$ cat src/rtl/lsrx_pkg.sv
// Shared types for the low-speed receiver.
// Assumes: line pins are already synchronised to the sample clock.
package lsrx_pkg;

    // Decoded line symbol; the 2'd3 code is never produced.
    typedef enum logic [1:0] {
        SYM_SE0 = 2'd0,
        SYM_J   = 2'd1,
        SYM_K   = 2'd2
    } sym_t;

    // Receiver framing state.
    typedef enum logic [1:0] {
        ST_IDLE = 2'd0,
        ST_SYNC = 2'd1,
        ST_DATA = 2'd2
    } rx_state_t;

    // Consecutive ones that force a stuffed bit.
    localparam int STUFF_RUN = 6;

    // Map the two pins to a symbol: both low is SE0, D+ high is K, else J.
    function automatic sym_t classify(input logic p, input logic m);
        if (!p && !m) return SYM_SE0;
        if (p)        return SYM_K;
        return SYM_J;
    endfunction

endpackage

$ cat src/rtl/lsrx_timing.sv
// Bit-timing recovery and packet framing.
// Registers the line symbol, keeps a bit-phase counter restarted at every
// transition, searches the sync field for two K centres in a row, then
// emits one strobe per bit centre until SE0 is seen at a centre.
// Assumes OVERSAMPLE >= 4 and SYNC_TIMEOUT > 2 * OVERSAMPLE.
module lsrx_timing
    import lsrx_pkg::*;
#(
    parameter int OVERSAMPLE   = 8,
    parameter int SYNC_TIMEOUT = 24
) (
    input  logic clk,
    input  logic rst_n,
    input  logic dp,
    input  logic dm,
    output sym_t sym,
    output logic lock,
    output logic data_stb,
    output logic eop
);
    localparam int PH_W   = $clog2(OVERSAMPLE);
    localparam int TMO_W  = $clog2(SYNC_TIMEOUT + 1);
    localparam int CENTRE = OVERSAMPLE / 2;

    sym_t             sym_q, sym_prev;
    logic [PH_W-1:0]  ph_q, ph_cur;
    logic [TMO_W-1:0] tmo_q, tmo_cur;
    rx_state_t        state_q, state_d;
    logic             kseen_q, kseen_d;
    logic             line_edge, at_centre, sync_abort;

    // Register the line symbol and its previous value.
    always_ff @(posedge clk) begin
        if (!rst_n) begin
            sym_q    <= SYM_J;
            sym_prev <= SYM_J;
        end else begin
            sym_q    <= classify(dp, dm);
            sym_prev <= sym_q;
        end
    end

    assign line_edge = (sym_q != sym_prev);
    assign ph_cur    = line_edge ? '0 : ph_q;
    assign tmo_cur   = line_edge ? '0 : tmo_q;
    assign at_centre = (ph_cur == PH_W'(CENTRE));

    // Bit-phase counter, restarted by each transition.
    always_ff @(posedge clk) begin
        if (!rst_n)
            ph_q <= '0;
        else if (ph_cur == PH_W'(OVERSAMPLE - 1))
            ph_q <= '0;
        else
            ph_q <= ph_cur + 1'b1;
    end

    // Samples since the last transition, used only during sync search.
    always_ff @(posedge clk) begin
        if (!rst_n || state_q != ST_SYNC)
            tmo_q <= '0;
        else
            tmo_q <= tmo_cur + 1'b1;
    end

    assign sync_abort = (state_q == ST_SYNC) &&
                        (sym_q == SYM_SE0 || tmo_cur == TMO_W'(SYNC_TIMEOUT - 1));
    assign lock       = (state_q == ST_SYNC) && !sync_abort && at_centre &&
                        (sym_q == SYM_K) && kseen_q;
    assign data_stb   = (state_q == ST_DATA) && at_centre && (sym_q != SYM_SE0);
    assign eop        = (state_q == ST_DATA) && at_centre && (sym_q == SYM_SE0);
    assign sym        = sym_q;

    // Next framing state.
    always_comb begin
        state_d = state_q;
        kseen_d = kseen_q;
        case (state_q)
            ST_IDLE: begin
                kseen_d = 1'b0;
                if (line_edge && sym_q == SYM_K && sym_prev == SYM_J)
                    state_d = ST_SYNC;
            end
            ST_SYNC: begin
                if (sync_abort)
                    state_d = ST_IDLE;
                else if (lock)
                    state_d = ST_DATA;
                else if (at_centre)
                    kseen_d = (sym_q == SYM_K);
            end
            ST_DATA: begin
                kseen_d = 1'b0;
                if (eop)
                    state_d = ST_IDLE;
            end
            default: state_d = ST_IDLE;
        endcase
    end

    // Framing state registers.
    always_ff @(posedge clk) begin
        if (!rst_n) begin
            state_q <= ST_IDLE;
            kseen_q <= 1'b0;
        end else begin
            state_q <= state_d;
            kseen_q <= kseen_d;
        end
    end

    // data phase is entered only after a K centre was already seen.
    assert_data_after_two_k_R2: assert property (@(posedge clk) disable iff (!rst_n)
        (state_q == ST_DATA && $past(state_q) != ST_DATA) |-> $past(kseen_q));

    // a steady level for the whole timeout ends the sync search.
    assert_sync_timeout_R9: assert property (@(posedge clk) disable iff (!rst_n)
        (state_q == ST_SYNC && !line_edge && tmo_q == TMO_W'(SYNC_TIMEOUT - 1))
        |=> state_q == ST_IDLE);

    // an SE0 centre returns the receiver to idle.
    assert_eop_to_idle_R6: assert property (@(posedge clk) disable iff (!rst_n)
        eop |=> state_q == ST_IDLE);

endmodule

$ cat src/rtl/lsrx_nrzi.sv
// NRZI decoder with stuffed-bit removal.
// At each bit centre compares the line with the previous reference; after
// STUFF_RUN ones the next bit is dropped and checked for a transition.
// Assumes lock arrives at the final sync K, which counts as one 1.
module lsrx_nrzi
    import lsrx_pkg::*;
(
    input  logic clk,
    input  logic rst_n,
    input  logic lock,
    input  logic data_stb,
    input  sym_t sym,
    output logic bit_vld,
    output logic bit_val,
    output logic stuff_err
);
    localparam int ONES_W = $clog2(STUFF_RUN + 1);

    sym_t              ref_q;
    logic [ONES_W-1:0] ones_q;
    logic              stuff_slot, same;

    assign stuff_slot = (ones_q == ONES_W'(STUFF_RUN));
    assign same       = (sym == ref_q);
    assign bit_vld    = data_stb && !stuff_slot;
    assign bit_val    = same;

    // Track reference state, run of ones and stuff violations.
    always_ff @(posedge clk) begin
        if (!rst_n) begin
            ref_q     <= SYM_J;
            ones_q    <= '0;
            stuff_err <= 1'b0;
        end else if (lock) begin
            ref_q     <= SYM_K;
            ones_q    <= ONES_W'(1);
            stuff_err <= 1'b0;
        end else if (data_stb) begin
            ref_q <= sym;
            if (stuff_slot) begin
                ones_q <= '0;
                if (same)
                    stuff_err <= 1'b1;
            end else if (same) begin
                ones_q <= ones_q + 1'b1;
            end else begin
                ones_q <= '0;
            end
        end
    end

    // the run counter never passes the stuff limit.
    assert_run_bounded_R4: assert property (@(posedge clk) disable iff (!rst_n)
        ones_q <= ONES_W'(STUFF_RUN));

    // a consumed stuff slot restarts the run.
    assert_stuff_restarts_R4: assert property (@(posedge clk) disable iff (!rst_n)
        (data_stb && stuff_slot && !lock) |=> ones_q == '0);

endmodule

$ cat src/rtl/lsrx_pack.sv
// Byte assembly and buffer write.
// Shifts decoded bits in LSB first, writes each full byte to the next
// buffer address while room remains, and at packet end reports either the
// byte count or an error (overflow, stuff error, partial byte).
module lsrx_pack #(
    parameter int BUF_BYTES = 8,
    parameter int ADDR_W    = 3,
    parameter int CNT_W     = 4
) (
    input  logic              clk,
    input  logic              rst_n,
    input  logic              lock,
    input  logic              bit_vld,
    input  logic              bit_val,
    input  logic              eop,
    input  logic              stuff_err,
    output logic              wr_en,
    output logic [ADDR_W-1:0] wr_addr,
    output logic [7:0]        wr_data,
    output logic [CNT_W-1:0]  byte_count,
    output logic              packet_done,
    output logic              packet_error
);
    logic [7:0]       sh_q, sh_next;
    logic [2:0]       nbit_q;
    logic [CNT_W-1:0] cnt_q;
    logic             ovf_q, bad;

    assign sh_next = {bit_val, sh_q[7:1]};
    assign bad     = ovf_q || stuff_err || (nbit_q != 3'd0);

    // Shift register, bit counter and buffer write.
    always_ff @(posedge clk) begin
        if (!rst_n) begin
            sh_q    <= '0;
            nbit_q  <= '0;
            cnt_q   <= '0;
            ovf_q   <= 1'b0;
            wr_en   <= 1'b0;
            wr_addr <= '0;
            wr_data <= '0;
        end else begin
            wr_en <= 1'b0;
            if (lock) begin
                nbit_q <= '0;
                cnt_q  <= '0;
                ovf_q  <= 1'b0;
            end else if (bit_vld) begin
                sh_q   <= sh_next;
                nbit_q <= nbit_q + 1'b1;
                if (nbit_q == 3'd7) begin
                    if (cnt_q < CNT_W'(BUF_BYTES)) begin
                        wr_en   <= 1'b1;
                        wr_addr <= cnt_q[ADDR_W-1:0];
                        wr_data <= sh_next;
                        cnt_q   <= cnt_q + 1'b1;
                    end else begin
                        ovf_q <= 1'b1;
                    end
                end
            end
        end
    end

    // Packet outcome pulses and held byte count.
    always_ff @(posedge clk) begin
        if (!rst_n) begin
            packet_done  <= 1'b0;
            packet_error <= 1'b0;
            byte_count   <= '0;
        end else begin
            packet_done  <= eop && !bad;
            packet_error <= eop && bad;
            if (eop && !bad)
                byte_count <= cnt_q;
        end
    end

    // writes stay inside the buffer.
    assert_no_overflow_R8: assert property (@(posedge clk) disable iff (!rst_n)
        wr_en |-> CNT_W'(wr_addr) < CNT_W'(BUF_BYTES));

    // nothing is written once the packet has overflowed.
    assert_no_write_after_ovf_R8: assert property (@(posedge clk) disable iff (!rst_n)
        wr_en |-> !ovf_q);

    // every write follows a decoded data bit.
    assert_write_after_bit_R3: assert property (@(posedge clk) disable iff (!rst_n)
        wr_en |-> $past(bit_vld));

    // outcome pulses are exclusive and one cycle wide.
    assert_outcome_exclusive_R11: assert property (@(posedge clk) disable iff (!rst_n)
        !(packet_done && packet_error));
    assert_done_pulse_R11: assert property (@(posedge clk) disable iff (!rst_n)
        packet_done |=> !packet_done);
    assert_error_pulse_R11: assert property (@(posedge clk) disable iff (!rst_n)
        packet_error |=> !packet_error);

endmodule

$ cat src/rtl/lowspeed_rx.sv
// Low-speed USB packet receiver top level.
// Chains bit-timing recovery, NRZI/unstuff decoding and byte packing.
// Assumes dp/dm are synchronised to clk, which runs at OVERSAMPLE x 1.5 MHz,
// and BUF_BYTES >= 2.
module lowspeed_rx #(
    parameter int OVERSAMPLE   = 8,
    parameter int SYNC_TIMEOUT = 24,
    parameter int BUF_BYTES    = 8,
    localparam int ADDR_W      = $clog2(BUF_BYTES),
    localparam int CNT_W       = $clog2(BUF_BYTES + 1)
) (
    input  logic              clk,
    input  logic              rst_n,
    input  logic              dp,
    input  logic              dm,
    output logic              wr_en,
    output logic [ADDR_W-1:0] wr_addr,
    output logic [7:0]        wr_data,
    output logic [CNT_W-1:0]  byte_count,
    output logic              packet_done,
    output logic              packet_error
);
    import lsrx_pkg::*;

    sym_t sym;
    logic lock, data_stb, eop;
    logic bit_vld, bit_val, stuff_err;

    lsrx_timing #(
        .OVERSAMPLE   (OVERSAMPLE),
        .SYNC_TIMEOUT (SYNC_TIMEOUT)
    ) u_timing (
        .clk      (clk),
        .rst_n    (rst_n),
        .dp       (dp),
        .dm       (dm),
        .sym      (sym),
        .lock     (lock),
        .data_stb (data_stb),
        .eop      (eop)
    );

    lsrx_nrzi u_nrzi (
        .clk       (clk),
        .rst_n     (rst_n),
        .lock      (lock),
        .data_stb  (data_stb),
        .sym       (sym),
        .bit_vld   (bit_vld),
        .bit_val   (bit_val),
        .stuff_err (stuff_err)
    );

    lsrx_pack #(
        .BUF_BYTES (BUF_BYTES),
        .ADDR_W    (ADDR_W),
        .CNT_W     (CNT_W)
    ) u_pack (
        .clk          (clk),
        .rst_n        (rst_n),
        .lock         (lock),
        .bit_vld      (bit_vld),
        .bit_val      (bit_val),
        .eop          (eop),
        .stuff_err    (stuff_err),
        .wr_en        (wr_en),
        .wr_addr      (wr_addr),
        .wr_data      (wr_data),
        .byte_count   (byte_count),
        .packet_done  (packet_done),
        .packet_error (packet_error)
    );

endmodule

$ cat config.mk
export PLATFORM = sky130hd
export DESIGN_NAME = lowspeed_rx
export DESIGN_NICKNAME = d
export VERILOG_FILES = /design/src/rtl/lsrx_pkg.sv /design/src/rtl/lsrx_timing.sv /design/src/rtl/lsrx_nrzi.sv /design/src/rtl/lsrx_pack.sv /design/src/rtl/lowspeed_rx.sv
export SDC_FILE = /design/constraint.sdc
export NUM_CORES = 1
export LEC_CHECK = 0
export BUFFER_PORTS_ARGS = -buffer_cell sky130_fd_sc_hd__buf_2
export CAP_MARGIN = 30
export CORE_MARGIN = 1.5
export CORE_UTILIZATION = 65
export CTS_BUF_LIST = sky130_fd_sc_hd__clkbuf_8
export DETAILED_ROUTE_END_ITERATION = 12
export HOLD_SLACK_MARGIN = 0.12
export PLACE_DENSITY = 0.82
export SLEW_MARGIN = 20
export SYNTH_ARGS = -nofsm -noshare
export SYNTH_HDL_FRONTEND = slang
export SYNTH_HIERARCHICAL = 1
export SYNTH_SLANG_ARGS = --single-unit
$ cat constraint.sdc
create_clock -name clk -period 5.7 [get_ports clk]
set_input_delay 1.71 -clock clk [delete_from_list [all_inputs] [get_ports clk]]
set_output_delay 1.71 -clock clk [all_outputs]
set_load 0.01 [all_outputs]
==> impl_metrics.json, run 1 <==
{
  "grt_antenna_before_repair": 0,
  "leakage_nw": 1.077,
  "cts.clk_slew.worst_paths_ns": 0.09,
  "dpl_worst_slack_ns": 2.059,
  "instances_no_fill": 320,
  "switching_share_pct": 20.76,
  "yosys.cell_count.top_type": "dfxtp_1",
  "grt_pass1_vias": 1629,
  "htree_levels": 2,
  "ys_seq_area_share_pct": 46.25,
  "end_kind": "register",
  "max_cap_viol_count": 0,
  "synth_top_area_share_pct": 46.25,
  "fin_crit_sh_pct": 61.30,
  "yosys_warnings": 6,
  "combPwrFrac_pct": 3.5,
  "cts_made_buffers": 5,
  "crit_type": "reg2reg",
  "seqPwrFrac_pct": 58.8,
  "crit_path_start_kind": "register",
  "vias": 1740,
  "synth_edf_count": 0,
  "synthToLayoutAreaGrowth_pct": 10.01,
  "die_h_um": 62.97,
  "routed_via_density": 5.438,
  "ir_drop_mv": 0.1852,
  "grt_first_pass_wirelength_mm": 7.251,
  "multi_input_area_um2": 1177,
  "die_w_um": 62.97,
  "cp_slowest_stage_delay_ns": 0.60,
  "grt_max_degree": 47,
  "io_buffers": 21,
  "register_area_um2": 1081,
  "layout-drive-gt1-share_pct": 16.79,
  "final_core_util_pct": 75.86,
  "ant_nets": 0,
  "drt_first_pass_iters": 5,
  "root_buffer": "clkbuf_8",
  "ctsHoldBuffers": 0,
  "dp.cells": 311,
  "diodes": 0,
  "overflow": 0,
  "setup_ws_ns": 2.206,
  "synthCells": 252,
  "core_um2": 3390,
  "arrival_ns": 3.66,
  "fin_tns_setup_ns": 0,
  "yosys-top-cells-area": "dfxtp_1, nand2_1, ha_1, mux2i_1, nand3_1",
  "die-area_um2": 3965,
  "wl_mm": 4.132,
  "cpMaxStageDelayCell": "nor3_1",
  "r2r_slack_ns": 2.21,
  "maxSlewViolCount": 0,
  "rows": 21,
  "drtIter0Drc": 119,
  "p_switching_mw": 0.1358,
  "syn_nets": 266,
  "wire_per_inst_um": 12.91,
  "start_util_pct": 68.96,
  "ys_top_cells_by_count": "dfxtp_1, nand2_1, nor2_1",
  "hold_viol": 0,
  "cts_tree": "built",
  "nNetsFinal": 287,
  "drc": 0,
  "p_int_mw": 0.5181,
  "crit_path_max_fanout": 23,
  "synth_ff_type": "dfxtp_1",
  "post_cts.repair.setup_buffers": 0,
  "netlist_area_um2": 2337,
  "avgSynthCellArea_um2": 9.275,
  "clock_sinks": 54,
  "hold_path_depth": 2,
  "fin_skew_ns": 0.01095,
  "reg2reg_depth": 12,
  "clkLatencyLatePin_ns": 0.30,
  "synth.ff_latch_count": 54,
  "maxSlewHeadroom_pct": 43.74,
  "finalSetupViolations": 0,
  "routabilityCongestion": 0.7929,
  "cts_max_path_buffers": 2,
  "async_flop_share_pct": 0,
  "pwr_density_cell_nw_per_um2": 254.3,
  "max_freq_ghz": 0.2862,
  "p_clk_share_pct": 37.7,
  "critPathMostFrequentCell": "nand2_1",
  "ios": 22,
  "status": "finished, final reports clean",
  "cp.required_ns": 5.87,
  "fill_cells": 239,
  "cts_resized": 0,
  "gr-usage-all-layers_pct": 23.27,
  "rsz0062_at_grt": "no",
  "tightest_slew_ns": 0.8374,
  "cp_cell_sequence": "xnor2_1 -> and2_1 -> nand2_1 -> ha_1 -> nand2_1 -> nor3_1 -> inv_1 -> a21oi_1 -> buf_4 -> nand4bb_4 -> nand3_1 -> o21ai_0",
  "hpwl_mm": 2.772,
  "synth_cell_types": 48,
  "min_path_type": "reg2reg",
  "yosysTopAreaCell": "dfxtp_1",
  "period_needed_ns": 3.494
}
## final timing paths
| path | start | end |
|---|---|---|
| setup / recovery | u_timing/sym[0] | u_pack/wr_data[4] |
| hold / removal | u_pack/sh_q[1] | u_pack/wr_data[0] |
| setup reg to reg | u_timing/sym[0] | u_pack/wr_data[4] |
| hold reg to reg | u_pack/sh_q[1] | u_pack/wr_data[0] |
## flip-flops by register name, summed over array words and instances (netlist names), 2 cells and up
signal	cells
u_timing/state_q	2
u_nrzi/ones_q	3
u_pack/byte_count	4
u_timing/sym	2
u_pack/nbit_q	3
u_timing/sym_prev	2
u_timing/tmo_q	5
u_timing/ph_q	3
u_pack/wr_addr	3
u_nrzi/ref_q	2
u_pack/cnt_q	4
u_pack/wr_data	8
u_pack/sh_q	7
## critical path, delay by kind of cell, from the launching register on
family / cells / cell delay [ns]
fa+ha+maj: 1 / 0.15
buf+inv: 2 / 0.47
xor+xnor: 1 / 0.20
simple gates: 6 / 1.49
flops: 1 / 0.54
compound gates: 2 / 0.52
## stage by stage
| step | hold slack [ns] | instance area, um2 | power [mW] |
|---|---|---|---|
| finish | 0.4539 | 2571 | 0.6539 |
| detailed placement | 0.4443 | 2455 | 0.4161 |
| global route | 0.4809 | 2571 | 0.6774 |
| CTS | 0.4560 | 2564 | 0.6557 |
| floorplan | 0.4286 | 2337 | 0.4102 |
| global placement | 0.4390 | 2455 | 0.4156 |
## power groups by stage
stage | registers [mW] | logic, mW | clock network (mW)
2_1_floorplan | 0.392 | 0.0183 | 0
3_3_place_gp | 0.393 | 0.0227 | 0
6_report | 0.384 | 0.0231 | 0.246
4_1_cts | 0.384 | 0.0232 | 0.248
5_1_grt | 0.385 | 0.0266 | 0.266
3_5_place_dp | 0.393 | 0.0231 | 0
## cell type report
cell class              instances  area share (%)
clock buffers                   5           2.676
clock inverters                 3           1.557
inverters                       9           1.314
multi-input cells             181           45.79
flip-flops and latches         54           42.04
well taps                      46           2.238
repair buffers                 22           4.380
## layout by cell type (no fill, tap or decap), types with 3 or more instances in the layout
master    count
a21oi_1      10
a31oi_1       5
and2_1        4
and3_2        3
buf_2        21
clkbuf_8      5
dfxtp_1      54
ha_1         10
inv_1         8
mux2i_1       9
nand2_1      40
nand2b_1      3
nand3_1      15
nand4_1       5
nor2_1       20
o21ai_0       9
o21ai_1       5
xnor2_2       3
xor2_1        5
## routing by layer
metal	part of all wire, %	track usage, %	up-vias
met3	3.5	6.486	8
met4	1.3	5.833	0
met5	0	0	-
li1	-	-	902
met2	47	38.03	34
met1	48	30.40	796
## cells by family after synthesis
family                     share of synthesized area, %
xor gates and xnor gates                          4.711
muxes                                             4.336
adders and majority gates                         5.353
and+or+nand+nor                                   27.94
DFF                                               46.25
AOI/OAI and AO/OA                                 8.030
buffers and inverters                             3.372
Power figures use the tool's default switching activity.
==> run 2: changes to the inputs <==
--- a/config.mk
+++ b/config.mk
@@ -8,11 +8,11 @@
 export BUFFER_PORTS_ARGS = -buffer_cell sky130_fd_sc_hd__buf_2
 export CAP_MARGIN = 30
 export CORE_MARGIN = 1.5
-export CORE_UTILIZATION = 65
+export CORE_UTILIZATION = 55
 export CTS_BUF_LIST = sky130_fd_sc_hd__clkbuf_8
 export DETAILED_ROUTE_END_ITERATION = 12
 export HOLD_SLACK_MARGIN = 0.12
-export PLACE_DENSITY = 0.82
+export PLACE_DENSITY = 0.74
 export SLEW_MARGIN = 20
 export SYNTH_ARGS = -nofsm -noshare
 export SYNTH_HDL_FRONTEND = slang
==> constraint.sdc (replaced) <==
create_clock -name clk -period 3 [get_ports clk]
set_input_delay 0.9 -clock clk [delete_from_list [all_inputs] [get_ports clk]]
set_output_delay 0.9 -clock clk [all_outputs]
set_load 0.01 [all_outputs]
==> run 2 against run 1 <==
Cell area grew 0.68%. Hold slack is essentially flat. Clock power grew 57%. Via count shrank 0.86%. Maximum frequency grew 29%. Critical path type unchanged. Critical endpoint is now u_pack/wr_data[1].
==> impl_metrics.json, run 2 (synthesized netlist as in run 1, its figures left out) <==
{
  "end_kind": "register",
  "maxSlewHeadroom_pct": 72.79,
  "cts_max_path_buffers": 2,
  "fin_crit_sh_pct": 90.04,
  "wl_mm": 4.029,
  "p_clk_share_pct": 33.2,
  "dp.cells": 321,
  "start_util_pct": 58.01,
  "routabilityCongestion": 0.7795,
  "regMostFlops": "u_pack/wr_data",
  "arrival_ns": 2.94,
  "max_freq_ghz": 0.3702,
  "final_cell_area_um2": 2589,
  "p_switching_mw": 0.2629,
  "die_h_um": 68.19,
  "worstHoldStart": "u_pack/wr_data[3]",
  "clkLatencyLatePin_ns": 0.31,
  "hold_path_depth": 2,
  "pwr_density_cell_nw_per_um2": 449.7,
  "core_um2": 4029,
  "cp.required_ns": 3.24,
  "max_cap_viol_count": 0,
  "rsz0062_at_grt": "no",
  "fin_tns_setup_ns": 0,
  "r2r_slack_ns": 0.30,
  "die-area_um2": 4650,
  "ios": 22,
  "die_w_um": 68.19,
  "endpoint": "u_pack/wr_data[1]",
  "hpwl_mm": 2.856,
  "reg_top3": "u_pack/wr_data x8, u_pack/sh_q x7, u_timing/tmo_q x5",
  "crit_path_start": "u_timing/sym_prev[0]",
  "whs_ns": 0.4541,
  "cts_resized": 0,
  "leakage_nw": 1.081,
  "instances_no_fill": 328,
  "overflow": 0,
  "grt_first_pass_wirelength_mm": 6.775,
  "placed_area_um2": 2505,
  "crit_path_start_kind": "register",
  "final_common_cell": "dfxtp_1",
  "tightest_slew_ns": 0.4081,
  "largest_reg_flops": 8,
  "switching_share_pct": 22.58,
  "layout_common_cells": "dfxtp_1, nand2_1, buf_2, nor2_1, nand3_1",
  "worst_r2r_endpoint": "u_pack/wr_data[1]",
  "grt_antenna_before_repair": 0,
  "seqPwrFrac_pct": 62.4,
  "clock_sinks": 54,
  "finalSetupViolations": 0,
  "nNetsFinal": 292,
  "combPwrFrac_pct": 4.4,
  "drtIter0Drc": 112,
  "crit_type": "reg2reg",
  "wire_per_inst_um": 12.28,
  "rr_startpoint": "u_timing/sym_prev[0]",
  "status": "finished, final reports clean",
  "ant_nets": 0,
  "routed_via_density": 5.259,
  "fin_skew_ns": 0.01126,
  "gr-usage-all-layers_pct": 19.41,
  "synthToLayoutAreaGrowth_pct": 10.76,
  "root_buffer": "clkbuf_8",
  "cts.clk_slew.worst_paths_ns": 0.09,
  "reg2reg_depth": 10,
  "maxSlewViolCount": 0,
  "cts_made_buffers": 5,
  "crit_path_max_fanout": 23,
  "min_path_type": "reg2reg",
  "diodes": 0,
  "layout-drive-gt1-share_pct": 17.99,
  "vias": 1725,
  "drc": 0,
  "grt_pass1_vias": 1537,
  "grt_max_degree": 46,
  "io_buffers": 21,
  "drt_first_pass_iters": 5,
  "post_cts.repair.setup_buffers": 0,
  "ctsHoldBuffers": 0,
  "p_int_mw": 0.9012,
  "ir_drop_mv": 0.2540,
  "period_needed_ns": 2.701,
  "rows": 23,
  "hold_viol": 0,
  "htree_levels": 2,
  "cts_tree": "built"
}
[run 2: worst min-delay path by stage]
| stage | to | slack [ns] |
|---|---|---|
| 2_1_floorplan | u_pack/wr_data[0] | 0.43 |
| 3_3_place_gp | u_pack/wr_data[0] | 0.44 |
| 3_5_place_dp | u_pack/wr_data[0] | 0.44 |
| 4_1_cts | u_pack/wr_data[0] | 0.46 |
| 5_1_grt | u_pack/wr_data[0] | 0.48 |
| 6_report | u_pack/wr_data[3] | 0.45 |
[run 2: final cells by class]
cell class / instances / area [um2]
clock inverter: 2 / 15.01
multi-input combinational: 181 / 1177
clock buffer: 5 / 68.82
fill: 367 / 1440
sequential: 54 / 1081
inverter: 9 / 33.78
timing repair buffer: 27 / 150.1
tap: 50 / 62.56
[run 2: worst max-delay path: stages (launching register included)]
cell and delay, ns:
dfxtp_1 0.35, xnor2_1 0.19, and3_2 0.25, ha_1 0.23, and4b_1 0.22, or4_4 0.51
nor3_1 0.19, buf_4 0.18, nand4bb_4 0.30, nand3_1 0.11, o21ai_1 0.10
[run 2: power groups by stage]
stage               sequential (mW)  combinational [mW]  clock [mW]
finish                        0.726              0.0517       0.386
global route                  0.727              0.0589       0.422
CTS                           0.726              0.0522       0.395
detailed placement            0.743              0.0519           0
global placement              0.743              0.0506           0
floorplan                     0.745              0.0348           0
[run 2: through the flow]
stage | utilization, % | power [mW] | setup WS, ns
CTS | 64.25 | 1.174 | 0.2952
finish | 64.25 | 1.164 | 0.2988
detailed placement | 62.17 | 0.7951 | 0.3202
floorplan | - | 0.7794 | 0.1458
global placement | 62.17 | 0.7937 | 0.4137
global route | 64.25 | 1.208 | 0.1120
[run 2: layer usage]
metal | vias to the layer above | part of all wire, % | routed length [um] | track usage, %
li1 | 909 | - | - | -
met1 | 793 | 50 | 2009 | 25.69
met2 | 17 | 46 | 1858 | 30.70
met3 | 6 | 2.5 | 100 | 4.934
met4 | 0 | 1.5 | 61 | 6.750
met5 | - | 0 | 0 | 0
==> run 3: changes to the inputs <==
--- a/config.mk
+++ b/config.mk
@@ -12,7 +12,7 @@
 export CTS_BUF_LIST = sky130_fd_sc_hd__clkbuf_8
 export DETAILED_ROUTE_END_ITERATION = 12
 export HOLD_SLACK_MARGIN = 0.12
-export PLACE_DENSITY = 0.74
+export PLACE_DENSITY = 0.78
 export SLEW_MARGIN = 20
 export SYNTH_ARGS = -nofsm -noshare
 export SYNTH_HDL_FRONTEND = slang
==> run 3 against run 2 <==
Final cell count rose by 0.30%. Combinational power down 0.8%. Utilization is 0.25 points higher. Sequential share of layout area decreased by 0.16 points. Worst setup slack better by 0.020 ns. Sequential power hardly changed. Total power rose by 2.5%. Hold slack improved by 0.0064 ns. Global-route usage hardly changed. Critical path depth unchanged. Cell area increased by 0.39%. Critical endpoint is now u_pack/wr_addr[0]. Largest power group unchanged. Highest routed layer unchanged.
==> impl_metrics.json, run 3 (synthesized netlist as in run 1, its figures left out) <==
{
  "status": "finished, final reports clean",
  "io_buffers": 21,
  "arrival_ns": 2.93,
  "fill_cells": 331,
  "die-area_um2": 4650,
  "die_w_um": 68.19,
  "grt_pass1_vias": 1491,
  "drtIter0Drc": 78,
  "grt_antenna_before_repair": 0,
  "reg_top3": "u_pack/wr_data x8, u_pack/sh_q x7, u_timing/tmo_q x5",
  "register_area_um2": 1081,
  "cp_cell_sequence": "xnor2_1 -> and3_2 -> ha_1 -> and4b_1 -> or4_4 -> nor3_1 -> buf_4 -> nand4bb_4 -> nand3_1 -> o21ai_1",
  "fin_tns_setup_ns": 0,
  "clkLatencyLatePin_ns": 0.31,
  "wire_per_inst_um": 12.22,
  "pwr_density_cell_nw_per_um2": 459.2,
  "end_kind": "register",
  "leakage_nw": 1.089,
  "rows": 23,
  "maxSlewHeadroom_pct": 77.93,
  "fin_crit_sh_pct": 89.37,
  "regMostFlops": "u_pack/wr_data",
  "cp_slowest_stage_delay_ns": 0.51,
  "start_util_pct": 58.01,
  "cp.required_ns": 3.24,
  "overflow": 0,
  "layout-drive-gt1-share_pct": 18.28,
  "cts_made_buffers": 5,
  "hold_viol": 0,
  "htree_levels": 2,
  "root_buffer": "clkbuf_8",
  "vias": 1729,
  "cpMaxStageDelayCell": "or4_4",
  "post_cts.repair.setup_buffers": 0,
  "min_path_type": "reg2reg",
  "rsz0062_at_grt": "no",
  "core_um2": 4029,
  "cp_top_family": "simple AND/OR/NAND/NOR gates",
  "synthToLayoutAreaGrowth_pct": 11.19,
  "max_cap_viol_count": 0,
  "finalSetupViolations": 0,
  "whs_ns": 0.4605,
  "cts.clk_slew.worst_paths_ns": 0.10,
  "wl_mm": 4.021,
  "maxSlewViolCount": 0,
  "grt_max_degree": 30,
  "cts_tree": "built",
  "period_needed_ns": 2.681,
  "crit_path_max_fanout": 23,
  "drc": 0,
  "cts_resized": 0,
  "routed_via_density": 5.255,
  "die_h_um": 68.19,
  "dpl_worst_slack_ns": 0.3413,
  "crit_path_start_kind": "register",
  "setup_ws_ns": 0.3189,
  "routabilityCongestion": 0.8505,
  "gr-usage-all-layers_pct": 19.45,
  "clock_sinks": 54,
  "multi_input_area_um2": 1177,
  "path_buf_inv": 1,
  "nNetsFinal": 292,
  "ctsHoldBuffers": 0,
  "largest_reg_flops": 8,
  "tightest_slew_ns": 0.3285,
  "drt_first_pass_iters": 4,
  "ir_drop_mv": 0.3164,
  "crit_type": "reg2reg",
  "cts_max_path_buffers": 2,
  "dp.cells": 321,
  "max_freq_ghz": 0.3730,
  "instances_no_fill": 329,
  "ios": 22,
  "grt_first_pass_wirelength_mm": 6.672,
  "diodes": 0,
  "fin_skew_ns": 0.006008,
  "ant_nets": 0,
  "final_common_cell": "dfxtp_1",
  "hpwl_mm": 2.914,
  "layout_common_cells": "dfxtp_1, nand2_1, buf_2, nor2_1, nand3_1"
}
==> run 3: cell count changes in the layout (fill, tap and decap cells not counted), sizes merged <==
cell and change:
clkinv +1, clkinvlp -1, inv +1
==> run 3: metrics by stage <==
step | util, % | total power, mW | area [um2]
2_1_floorplan | - | 0.7794 | 2337
3_3_place_gp | 62.17 | 0.7940 | 2505
3_5_place_dp | 62.17 | 0.7944 | 2505
4_1_cts | 64.50 | 1.208 | 2599
5_1_grt | 64.50 | 1.240 | 2599
6_report | 64.50 | 1.193 | 2599
==> run 3: worst paths after layout <==
kind                                          end  depth (start not counted)                 start  slack [ns]
worst min register to register  u_pack/wr_data[6]                          2     u_pack/wr_data[6]        0.46
worst min-delay path            u_pack/wr_data[6]                          2     u_pack/wr_data[6]        0.46
worst max-delay path            u_pack/wr_addr[0]                         10  u_timing/sym_prev[0]        0.32
worst max register to register  u_pack/wr_addr[0]                         10  u_timing/sym_prev[0]        0.32
==> run 3: layout make-up <==
type	instances	share of cell area, %
multi-input combinational	181	45.31
clock inverter	3	0.9629
inverter	9	1.300
sequential	54	41.60
timing repair buffer	27	5.778
clock buffer	5	2.648
tap	50	2.407
==> run 3: tightest hold or removal path, delay by kind of cell (launching register included) <==
kind	cells	cell delay (ns)
AO/OA/AOI/OAI	1	0.05
flip-flops	1	0.32
AND/OR/NAND/NOR	1	0.06
==> run 3: power by group <==
part | switching, mW | internal [mW]
sequential | 0.00428 | 0.722
clock | 0.247 | 0.169
combinational | 0.0319 | 0.0193
total | 0.283 | 0.910
==> run 3: per-layer routing <==
metal  part of all wire [%]  GRT usage [%]  vias to the layer above
met2                     41          29.00                       26
met5                      0              0                        -
met1                     53          26.61                      783
met3                    3.3          4.934                        6
met4                    1.8          8.250                        0
li1                       -              -                      914
